--- src/rtl/irq_nest_pkg.sv ---
package irq_nest_pkg;

    // Service-stack occupancy states
    typedef enum logic [1:0] {
        SV_IDLE   = 2'd0,
        SV_SINGLE = 2'd1,
        SV_NESTED = 2'd2,
        SV_FULL   = 2'd3
    } svc_state_e;

    // Per-cycle stack operation
    typedef enum logic [1:0] {
        OP_HOLD = 2'd0,
        OP_PUSH = 2'd1,
        OP_POP  = 2'd2,
        OP_SWAP = 2'd3
    } stk_op_e;

endpackage

--- src/rtl/irq_req_capture.sv ---
module irq_req_capture #(
    parameter int NUM_SRC = 4,
    parameter int ID_W    = 2
) (
    input  logic               clk,
    input  logic               rst_n,
    input  logic [NUM_SRC-1:0] req_i,
    input  logic [NUM_SRC-1:0] inserv_i,
    input  logic               take_i,
    input  logic [ID_W-1:0]    take_id_i,
    output logic [NUM_SRC-1:0] pend_o,
    output logic [NUM_SRC-1:0] fresh_o
);

    logic [NUM_SRC-1:0] req_q;
    logic [NUM_SRC-1:0] pend_q;
    logic [NUM_SRC-1:0] take_mask;

    always_comb begin
        take_mask = take_i ? (NUM_SRC'(1) << take_id_i) : '0;
        // only a new rise from a source neither pending nor in service
        fresh_o   = req_i & ~req_q & ~pend_q & ~inserv_i;
        pend_o    = pend_q;
    end

    always_ff @(posedge clk or negedge rst_n) begin
        if (!rst_n) begin
            req_q  <= '0;
            pend_q <= '0;
        end else begin
            req_q  <= req_i;
            pend_q <= (pend_q & ~take_mask) | fresh_o;
        end
    end

endmodule

--- src/rtl/irq_arrival_queue.sv ---
module irq_arrival_queue #(
    parameter int NUM_SRC = 4,
    parameter int ID_W    = 2,
    parameter int CNT_W   = 3
) (
    input  logic               clk,
    input  logic               rst_n,
    input  logic               rm_i,
    input  logic [ID_W-1:0]    rm_id_i,
    input  logic [NUM_SRC-1:0] add_mask_i,
    output logic [ID_W-1:0]    head_o,
    output logic [CNT_W-1:0]   cnt_o
);

    logic [ID_W-1:0]  slot_q [NUM_SRC];
    logic [ID_W-1:0]  slot_d [NUM_SRC];
    logic [CNT_W-1:0] cnt_q;
    logic [CNT_W-1:0] cnt_d;

    // Compact out the removed entry, then append arrivals high ID first
    always_comb begin
        slot_d = slot_q;
        cnt_d  = '0;
        for (int i = 0; i < NUM_SRC; i++) begin
            if ((CNT_W'(i) < cnt_q) && !(rm_i && (slot_q[i] == rm_id_i))) begin
                slot_d[cnt_d[ID_W-1:0]] = slot_q[i];
                cnt_d = cnt_d + 1'b1;
            end
        end
        for (int s = NUM_SRC - 1; s >= 0; s--) begin
            if (add_mask_i[s] && (cnt_d < CNT_W'(NUM_SRC))) begin
                slot_d[cnt_d[ID_W-1:0]] = ID_W'(s);
                cnt_d = cnt_d + 1'b1;
            end
        end
    end

    always_ff @(posedge clk or negedge rst_n) begin
        if (!rst_n) begin
            cnt_q <= '0;
            for (int i = 0; i < NUM_SRC; i++) begin
                slot_q[i] <= '0;
            end
        end else begin
            cnt_q <= cnt_d;
            for (int i = 0; i < NUM_SRC; i++) begin
                slot_q[i] <= slot_d[i];
            end
        end
    end

    always_comb begin
        head_o = slot_q[0];
        cnt_o  = cnt_q;
    end

endmodule

--- src/rtl/irq_service_stack.sv ---
module irq_service_stack
    import irq_nest_pkg::*;
#(
    parameter int NUM_SRC = 4,
    parameter int ID_W    = 2,
    parameter int CNT_W   = 3
) (
    input  logic               clk,
    input  logic               rst_n,
    input  logic               push_i,
    input  logic               pop_i,
    input  logic [ID_W-1:0]    id_i,
    output logic               top_valid_o,
    output logic [ID_W-1:0]    top_id_o,
    output logic [NUM_SRC-1:0] inserv_o,
    output logic [CNT_W-1:0]   depth_o
);

    svc_state_e       state_q, state_d;
    stk_op_e          op;
    logic [CNT_W-1:0] depth_q, depth_d;
    logic [CNT_W-1:0] depth_m1;
    logic [ID_W-1:0]  stk_q [NUM_SRC];

    always_comb begin
        unique case ({push_i, pop_i})
            2'b10:   op = OP_PUSH;
            2'b01:   op = OP_POP;
            2'b11:   op = OP_SWAP;
            default: op = OP_HOLD;
        endcase
        depth_m1 = depth_q - 1'b1;
    end

    // Next-state logic
    always_comb begin
        state_d = state_q;
        depth_d = depth_q;
        if (op == OP_PUSH) begin
            depth_d = depth_q + 1'b1;
        end else if (op == OP_POP) begin
            depth_d = depth_q - 1'b1;
        end
        unique case (state_q)
            SV_IDLE: begin
                if (op == OP_PUSH) begin
                    state_d = SV_SINGLE;
                end
            end
            SV_SINGLE: begin
                if (op == OP_PUSH) begin
                    state_d = (NUM_SRC == 2) ? SV_FULL : SV_NESTED;
                end else if (op == OP_POP) begin
                    state_d = SV_IDLE;
                end
            end
            SV_NESTED: begin
                if (op == OP_PUSH) begin
                    state_d = (depth_q == CNT_W'(NUM_SRC - 1)) ? SV_FULL : SV_NESTED;
                end else if (op == OP_POP) begin
                    state_d = (depth_q == CNT_W'(2)) ? SV_SINGLE : SV_NESTED;
                end
            end
            SV_FULL: begin
                if (op == OP_POP) begin
                    state_d = (NUM_SRC == 2) ? SV_SINGLE : SV_NESTED;
                end
            end
            default: state_d = SV_IDLE;
        endcase
    end

    // State register and stack storage
    always_ff @(posedge clk or negedge rst_n) begin
        if (!rst_n) begin
            state_q <= SV_IDLE;
            depth_q <= '0;
            for (int i = 0; i < NUM_SRC; i++) begin
                stk_q[i] <= '0;
            end
        end else begin
            state_q <= state_d;
            depth_q <= depth_d;
            if (op == OP_PUSH) begin
                stk_q[depth_q[ID_W-1:0]] <= id_i;
            end else if (op == OP_SWAP) begin
                stk_q[depth_m1[ID_W-1:0]] <= id_i;
            end
        end
    end

    // Outputs
    always_comb begin
        top_valid_o = (state_q != SV_IDLE);
        top_id_o    = top_valid_o ? stk_q[depth_m1[ID_W-1:0]] : '0;
        depth_o     = depth_q;
        inserv_o    = '0;
        for (int i = 0; i < NUM_SRC; i++) begin
            if (CNT_W'(i) < depth_q) begin
                inserv_o[stk_q[i]] = 1'b1;
            end
        end
    end

endmodule

--- src/rtl/irq_present.sv ---
module irq_present #(
    parameter int NUM_SRC = 4,
    parameter int ID_W    = 2,
    parameter int CNT_W   = 3
) (
    input  logic               nest_i,
    input  logic [NUM_SRC-1:0] pend_i,
    input  logic [ID_W-1:0]    head_i,
    input  logic [CNT_W-1:0]   cnt_i,
    input  logic               top_valid_i,
    input  logic [ID_W-1:0]    top_id_i,
    output logic               irq_o,
    output logic [ID_W-1:0]    vec_o
);

    logic [ID_W-1:0] best;
    logic            seq_go;
    logic            nest_go;

    always_comb begin
        best = '0;
        for (int s = 0; s < NUM_SRC; s++) begin
            if (pend_i[s]) begin
                best = ID_W'(s);
            end
        end
        seq_go  = !top_valid_i && (cnt_i != '0);
        nest_go = (pend_i != '0) && (!top_valid_i || (best > top_id_i));
        irq_o   = nest_i ? nest_go : seq_go;
        if (!irq_o) begin
            vec_o = '0;
        end else if (nest_i) begin
            vec_o = best;
        end else begin
            vec_o = head_i;
        end
    end

endmodule

--- src/rtl/irq_nest_ctrl.sv ---
module irq_nest_ctrl #(
    parameter int NUM_SRC = 4,
    localparam int ID_W   = (NUM_SRC > 1) ? $clog2(NUM_SRC) : 1,
    localparam int CNT_W  = $clog2(NUM_SRC + 1)
) (
    input  logic               clk,
    input  logic               rst_n,
    input  logic [NUM_SRC-1:0] req_i,
    input  logic               nest_mode_i,
    input  logic               ack_i,
    input  logic               eos_i,
    output logic               irq_o,
    output logic [ID_W-1:0]    vec_o,
    output logic               lvl_valid_o,
    output logic [ID_W-1:0]    lvl_o
);

    logic [NUM_SRC-1:0] pend_w;
    logic [NUM_SRC-1:0] fresh_w;
    logic [NUM_SRC-1:0] inserv_w;
    logic [ID_W-1:0]    q_head;
    logic [CNT_W-1:0]   q_cnt;
    logic [CNT_W-1:0]   stk_depth;
    logic               top_valid;
    logic [ID_W-1:0]    top_id;
    logic               irq_w;
    logic [ID_W-1:0]    vec_w;
    logic               take;
    logic               pop;

    always_comb begin
        take = irq_w && ack_i;
        pop  = eos_i && top_valid;
    end

    irq_req_capture #(.NUM_SRC(NUM_SRC), .ID_W(ID_W)) u_cap (
        .clk       (clk),
        .rst_n     (rst_n),
        .req_i     (req_i),
        .inserv_i  (inserv_w),
        .take_i    (take),
        .take_id_i (vec_w),
        .pend_o    (pend_w),
        .fresh_o   (fresh_w)
    );

    irq_arrival_queue #(.NUM_SRC(NUM_SRC), .ID_W(ID_W), .CNT_W(CNT_W)) u_queue (
        .clk        (clk),
        .rst_n      (rst_n),
        .rm_i       (take),
        .rm_id_i    (vec_w),
        .add_mask_i (fresh_w),
        .head_o     (q_head),
        .cnt_o      (q_cnt)
    );

    irq_service_stack #(.NUM_SRC(NUM_SRC), .ID_W(ID_W), .CNT_W(CNT_W)) u_stack (
        .clk         (clk),
        .rst_n       (rst_n),
        .push_i      (take),
        .pop_i       (pop),
        .id_i        (vec_w),
        .top_valid_o (top_valid),
        .top_id_o    (top_id),
        .inserv_o    (inserv_w),
        .depth_o     (stk_depth)
    );

    irq_present #(.NUM_SRC(NUM_SRC), .ID_W(ID_W), .CNT_W(CNT_W)) u_pres (
        .nest_i      (nest_mode_i),
        .pend_i      (pend_w),
        .head_i      (q_head),
        .cnt_i       (q_cnt),
        .top_valid_i (top_valid),
        .top_id_i    (top_id),
        .irq_o       (irq_w),
        .vec_o       (vec_w)
    );

    always_comb begin
        irq_o       = irq_w;
        vec_o       = vec_w;
        lvl_valid_o = top_valid;
        lvl_o       = top_id;
    end

endmodule

--- config.mk ---
export PLATFORM = sky130hd
export DESIGN_NAME = irq_nest_ctrl
export DESIGN_NICKNAME = d
export VERILOG_FILES = /design/src/rtl/irq_nest_pkg.sv /design/src/rtl/irq_req_capture.sv /design/src/rtl/irq_arrival_queue.sv /design/src/rtl/irq_service_stack.sv /design/src/rtl/irq_present.sv /design/src/rtl/irq_nest_ctrl.sv
export SDC_FILE = /design/constraint.sdc
export NUM_CORES = 1
export LEC_CHECK = 0
export BUFFER_PORTS_ARGS = -buffer_cell sky130_fd_sc_hd__buf_2
export CORE_MARGIN = 1
export CORE_UTILIZATION = 50
export DETAILED_ROUTE_END_ITERATION = 10
export HOLD_SLACK_MARGIN = 0.06
export PLACE_DENSITY = 0.68
export SLEW_MARGIN = 40
export SYNTH_ARGS = -nofsm -noshare
export SYNTH_HDL_FRONTEND = slang
export SYNTH_SLANG_ARGS = --single-unit
--- constraint.sdc ---
create_clock -name clk -period 7 [get_ports clk]
set_input_delay 2.1 -clock clk [delete_from_list [all_inputs] [get_ports clk]]
set_output_delay 2.1 -clock clk [all_outputs]
set_load 0.01 [all_outputs]
# ---- Word level (Yosys, flattened, before mapping)
# Index checks and enable logic that the tools add are counted.
dict set report word_totals {
  mem_count 0
  reg_bits 32
  rom_bits 0
  latchBits 0
  output_inout_bits 6
  input_bits 9
  mem_bits_rw 0
  word_cells 228
}
dict set report op_classes {
  n_eq_ne 19
  n_lt_le_gt_ge 39
  div 0
  add_sub_neg 9
  bitwise_logic 30
  n_shift 1
  n_mul 0
  n_reduce_logical 42
  mux 75
}
# operator count
set ops {}
lappend ops {{$mux 8} 9}
lappend ops {{$mux 2} 23}
lappend ops {{$bwmux 8} 5}
lappend ops {{$demux 2 s2} 9}
lappend ops {{$logic_and 1x1->1} 29}
lappend ops {{$ge 3x3->1 const B} 9}
lappend ops {{$lt 3x1->1 const B} 9}
lappend ops {{$mux 3} 9}
lappend ops {{$and 4x4->4} 6}
lappend ops {{$not 2->3} 8}
lappend ops {{$not 4->4} 6}
lappend ops {{$or 4x4->4} 6}
lappend ops {{$add 3x1->3 const B} 7}
lappend ops {{$mux 4} 5}
lappend ops {{$eq 2x2->1 const B} 6}
lappend ops {{$lt 1x3->1 const A} 4}
lappend ops {{$lt 2x3->1 const A} 4}
lappend ops {{$lt 2x3->1 const B} 4}
lappend ops {{$lt 3x3->1 const B} 4}
lappend ops {{$and 8x8->8} 1}
lappend ops {{$demux 1 s2} 4}
lappend ops {{$eq 2x2->1} 4}
lappend ops {{$ge 2x1->1 const B} 4}
lappend ops {{$mux 1} 8}
lappend ops {{21 further kinds} 32}

# ---- Logic depth before layout (Yosys ltp)
dict set report logic_depth {
  word_depth 39
  mapped_depth 33
  mapped_depth_nobuf 32
}

# ---- Hierarchy
# Synthesis repeated with hierarchy kept, for this count alone.
dict set report hier_totals {
  hier_cells 315
  area_unflattened_um2 3004.1
}
# mod area_per_inst_um2 cells_per_inst seq_area_each_um2 n_inst
set modules_own_cells {}
lappend modules_own_cells {irq_arrival_queue 1567.8 177 275.3 1}
lappend modules_own_cells {irq_service_stack 974.7 95 325.3 1}
lappend modules_own_cells {irq_req_capture 294.0 20 200.2 1}
lappend modules_own_cells {irq_present 155.1 21 0.0 1}
lappend modules_own_cells {irq_nest_ctrl 12.5 2 0.0 1}

# ---- Worst setup path before layout
# OpenSTA, ideal clock, no wires.
dict set report synth_timing {
  kind {input -> register}
  from {input nest_mode_i}
  to {register u_queue.slot_q[5] in the netlist's numbering}
  path_stages 23
  n_path_buf 2
  path_slack_ns -0.010
  arrival_ns 6.907
  t_required_ns 6.896
  setup_ns 0.104
  path_cell_list {buf_4 > o41ai_1 > a31oi_1 > a21bo_2 > clkbuf_1 > o31ai_1 > ha_1 > xnor2_1 > inv_1 > ha_1 > nor2_1 > a21oi_1 > ha_1 > and3_1 > or2_2 > ha_1 > or2b_1 > o31a_1 > ha_1 > nand2_1 > and2_1 > ha_1 > a221oi_1}
}
# item line
set synth_rtl {}
lappend synth_rtl {{start: declaration} irq_nest_ctrl.sv:9} ;# input logic nest_mode_i,
lappend synth_rtl {{end signal: indexed assignment} irq_arrival_queue.sv:47} ;# slot_q[i] <= slot_d[i];
lappend synth_rtl {{end: declaration} irq_arrival_queue.sv:15} ;# logic [ID_W-1:0] slot_q [NUM_SRC];

==> results.py <==
metrics = {
    "cts": {
        "clk-insertion-delay-late_ns": 0.28,
        "clkTransAtPathRegs_ns": 0.07,
        "tritoncts.num_buffers": 5,
        "cts_setup_buffers": 0,
        "cts.path.max_buffers": 2,
        "cts_tree": "yes",
        "h-tree-depth": 2,
        "clock_sink_count": 32,
        "clk_root_buffer_cell": "clkbuf_8",
    },
    "detailed_routing": {
        "routed_via_count": 2362,
        "maxUsedRoutingLayer": "met4",
        "detailedRoute.firstPassIterationCount": 4,
        "drc_errors": 0,
        "drtIter0Drc": 143,
        "routed_wl_um": 6584,
        "postRouteAntennaNets": 0,
        "route.detailed.wl_per_inst_um": 15.98,
        "wl_met2_um": 2879,
        "m1WireLength_um": 3295,
        "detailroute.wirelength.met3_um": 319,
        "drt-vias-per-instance": 5.733,
    },
    "synth": {
        "mappedNetlistNets": 357,
        "syn_avg_cell_area_sq_um": 9.050,
        "number_of_different_library_cells_in_the_post_synthesis_netlist": 61,
        "leading_register_cell_type_out_of_synthesis": "dfrtp_1",
        "synth.largest_area_cell": "dfrtp_1",
        "synthesis.area_sq_mm": 0.002869,
        "synthCells": 317,
        "synth_enable_flop_cells": 0,
        "post_synth_most_frequent_cells": "32 x dfrtp_1, 31 x ha_1, 31 x nand2_1",
        "synth.top_cell.area_share": 0.2791,
        "postSynth.asyncResetShare": 1.000,
        "ys_ff_latch": 32,
        "synth_seq_area_share": 0.2791,
        "ys_top_cells_by_area": "dfrtp_1 28%, ha_1 14%, nand2_1 4.1%, mux2_2 3.5%, nor2_1 3.5%",
        "most_instantiated_library_cell_after_synthesis": "dfrtp_1",
        "yosys_warnings": 0,
    },
    "grt": {
        "first_global_vias": 2280,
        "antenna_found_initial": 0,
        "grt_usage": 0.2370,
        "grt_first_pass_wirelength_um": 11140,
        "grt_overflow_total": 0,
        "grt_max_degree": 33,
    },
    "worst_setup_path": {
        "slowest_stage": "xnor3_1",
        "timing.setup.critical_path_class": "in -> reg",
        "worst_path_most_repeated_cell": "ha_1",
        "worst-endpoint-arrival_ns": 6.78,
        "setup.worst_path.end_class": "flip-flop",
        "critical_path.max_stage_delay_ns": 0.48,
        "crit_fanout": 10,
        "worst_setup_path_start_kind": "input pin",
        "critical_path.n_buffers_inverters": 3,
        "sequence_of_cells_on_the_critical_path": "buf_2 > buf_4 > a31oi_4 > xor2_1 > o31ai_1 > ha_1 > xnor2_2 > inv_1 > ha_1 > nor2_1 > a21oi_2 > ha_1 > nand4_1 > nand2_1 > a21o_1 > mux2i_4 > xnor3_1 > ha_1 > nand2_1 > and2_1 > ha_1 > a221oi_1",
        "r2r-start": "u_stack.depth_o[1]",
        "cp_top_family": "adder cells",
        "critPathLaunch": "nest_mode_i",
        "critical_path_required_ns": 7.17,
    },
    "floorplan": {
        "rows": 27,
        "chipWidth_um": 77.75,
        "die-area_sq_mm": 0.006045,
        "io_pins": 15,
        "die_y_um": 77.75,
        "core_area_sq_mm": 0.005507,
        "initial_utilization": 0.5210,
    },
    "timing": {
        "timing.max_slew.rel_slack": 0.4386,
        "worstMarginPinSlew_ns": 0.8315,
        "period_utilization_post_route": 0.9454,
        "fin_tns_setup_ns": 0,
        "setup_viol": 0,
        "timing.final.ws_setup_ns": 0.3821,
        "max_clock_freq_ghz": 0.1511,
        "fin_worst_skew_ns": 0.008013,
        "final_max_slew_viol_count": 0,
        "hold_violations": 0,
        "grt_setup_unrepaired": "false",
        "finalWorstPathRequiredPeriod_ns": 6.618,
    },
    "final_layout": {
        "fillCellCount": 499,
        "final_nets": 380,
        "area.growth.synth_to_final_pct": 9.900,
        "post-route-util": 0.5726,
        "drive_above_1_share": 0.1735,
        "insertedDiodeCount": 0,
    },
    "worst_hold_path": {
        "min_from": "u_cap.pend_o[0]",
        "hold_wc_path_type": "reg -> reg",
    },
    "placed_design": {
        "port-buffer-count": 14,
        "routabilityCongestion": 0.9160,
        "dp_hpwl_um": 5260,
        "preCtsSetupSlack_ns": 0.03893,
    },
    "job": {
        "timing.max_cap.violations": 0,
    },
    "status": {
        "status": "finished clean",
    },
}
-- logic make-up (layout without fill, tap and decap cells) --
group	Yosys count	after routing	synth area share
AO/OA/AOI/OAI	73	73	0.1906
AND/OR/NAND/NOR	112	112	0.1941
adder cells (fa/ha/maj)	31	31	0.1352
flip-flops	32	32	0.2791
buffers and inverters	29	52	0.04317
multiplexers	21	21	0.09028
XOR/XNOR	19	19	0.06759
-- registers in the layout, indices dropped and copies added, names as in the netlist --
signal,count
u_stack.stk_q,8
u_queue.slot_q,6
u_cap.pend_o,4
u_cap.req_q,4
u_queue.cnt_o,3
u_stack.depth_o,3
u_queue.head_o,2
u_stack.state_q,2
-- cell type report --
type,instances,area (sq um),share of cell area
repair buffers,25,152.6,0.04841
well taps,72,90.09,0.02857
multi-input cells,256,1956,0.6202
clock buffers,6,72.57,0.02302
flip-flops and latches,32,802.0,0.2544
inverters,20,75.07,0.02381
clock inverters,1,5.005,0.001587
-- metrics by stage --
| step | std cells | hold WS (ns) | cell area, sq um |
|---|---|---|---|
| 2_1_floorplan | 317 | 0.4740 | 2877 |
| 3_3_place_gp | 405 | 0.5208 | 3070 |
| 3_5_place_dp | 405 | 0.5276 | 3070 |
| 4_1_cts | 412 | 0.5426 | 3148 |
| 5_1_grt | 412 | 0.5625 | 3153 |
| 6_report | 412 | 0.5298 | 3153 |
-- worst register-to-register path, cell delays in order (launching register included) --
cell	delay, ns
dfrtp_2	0.47
inv_1	0.09
ha_1	0.36
mux2_2	0.25
o21ai_0	0.08
or2_2	0.30
ha_1	0.29
nor2b_1	0.12
o211ai_1	0.11
a21bo_2	0.27
o31ai_1	0.31
ha_1	0.33
xnor2_2	0.19
inv_1	0.08
ha_1	0.27
nor2_1	0.14
a21oi_2	0.07
ha_1	0.25
nand4_1	0.15
nand2_1	0.08
a21o_1	0.17
mux2i_4	0.31
xnor3_1	0.49
ha_1	0.34
nand2_1	0.08
and2_1	0.18
ha_1	0.21
a221oi_1	0.28
-- layout by cell type, fill, tap and decap left out, drive strengths merged, types with 4 or more instances in the layout --
cell    netlist  layout
dfrtp        32      32
nand2        31      31
ha           31      31
nor2         28      28
buf           5      25
inv          20      20
nand3        12      12
a21oi        12      12
xnor2        11      11
mux2i        11      11
mux2          9       9
and2          8       8
o211ai        7       7
xor2          6       6
and3          6       6
a21o          6       6
o21ai         6       6
a31oi         6       6
clkbuf        4       6
nor3          5       5
o31ai         5       5
a221oi        5       5
nand2b        4       4
a22oi         4       4
-- per-layer routing --
metal / GRT usage / vias up
met2: 0.3549 / 45
met3: 0.03647 / 8
met5: 0 / -
met4: 0.06604 / 0
met1: 0.3514 / 1118
li1: - / 1191
-- worst paths after layout --
path / endpoint / slack (ns) / cells after the start
max: u_queue.head_o[1] / 0.38 / 22
min in group asynchronous: u_stack.stk_q[0] / 1.85 / 1
max reg2reg: u_queue.head_o[1] / 0.59 / 27
min: u_cap.pend_o[0] / 0.53 / 1
max in group asynchronous: u_stack.depth_o[1] / 4.66 / 1
min reg2reg: u_cap.pend_o[0] / 0.53 / 1
-- timing repair --
item | in CTS | in global routing
resized for setup | 0 | 2
hold buffers | 0 | 0
endpoints found under the setup margin | 0 | 6
Power is left out: the tool's default activity adds up to more than one toggle a clock period on the data nets, which glitch-free logic cannot reach.
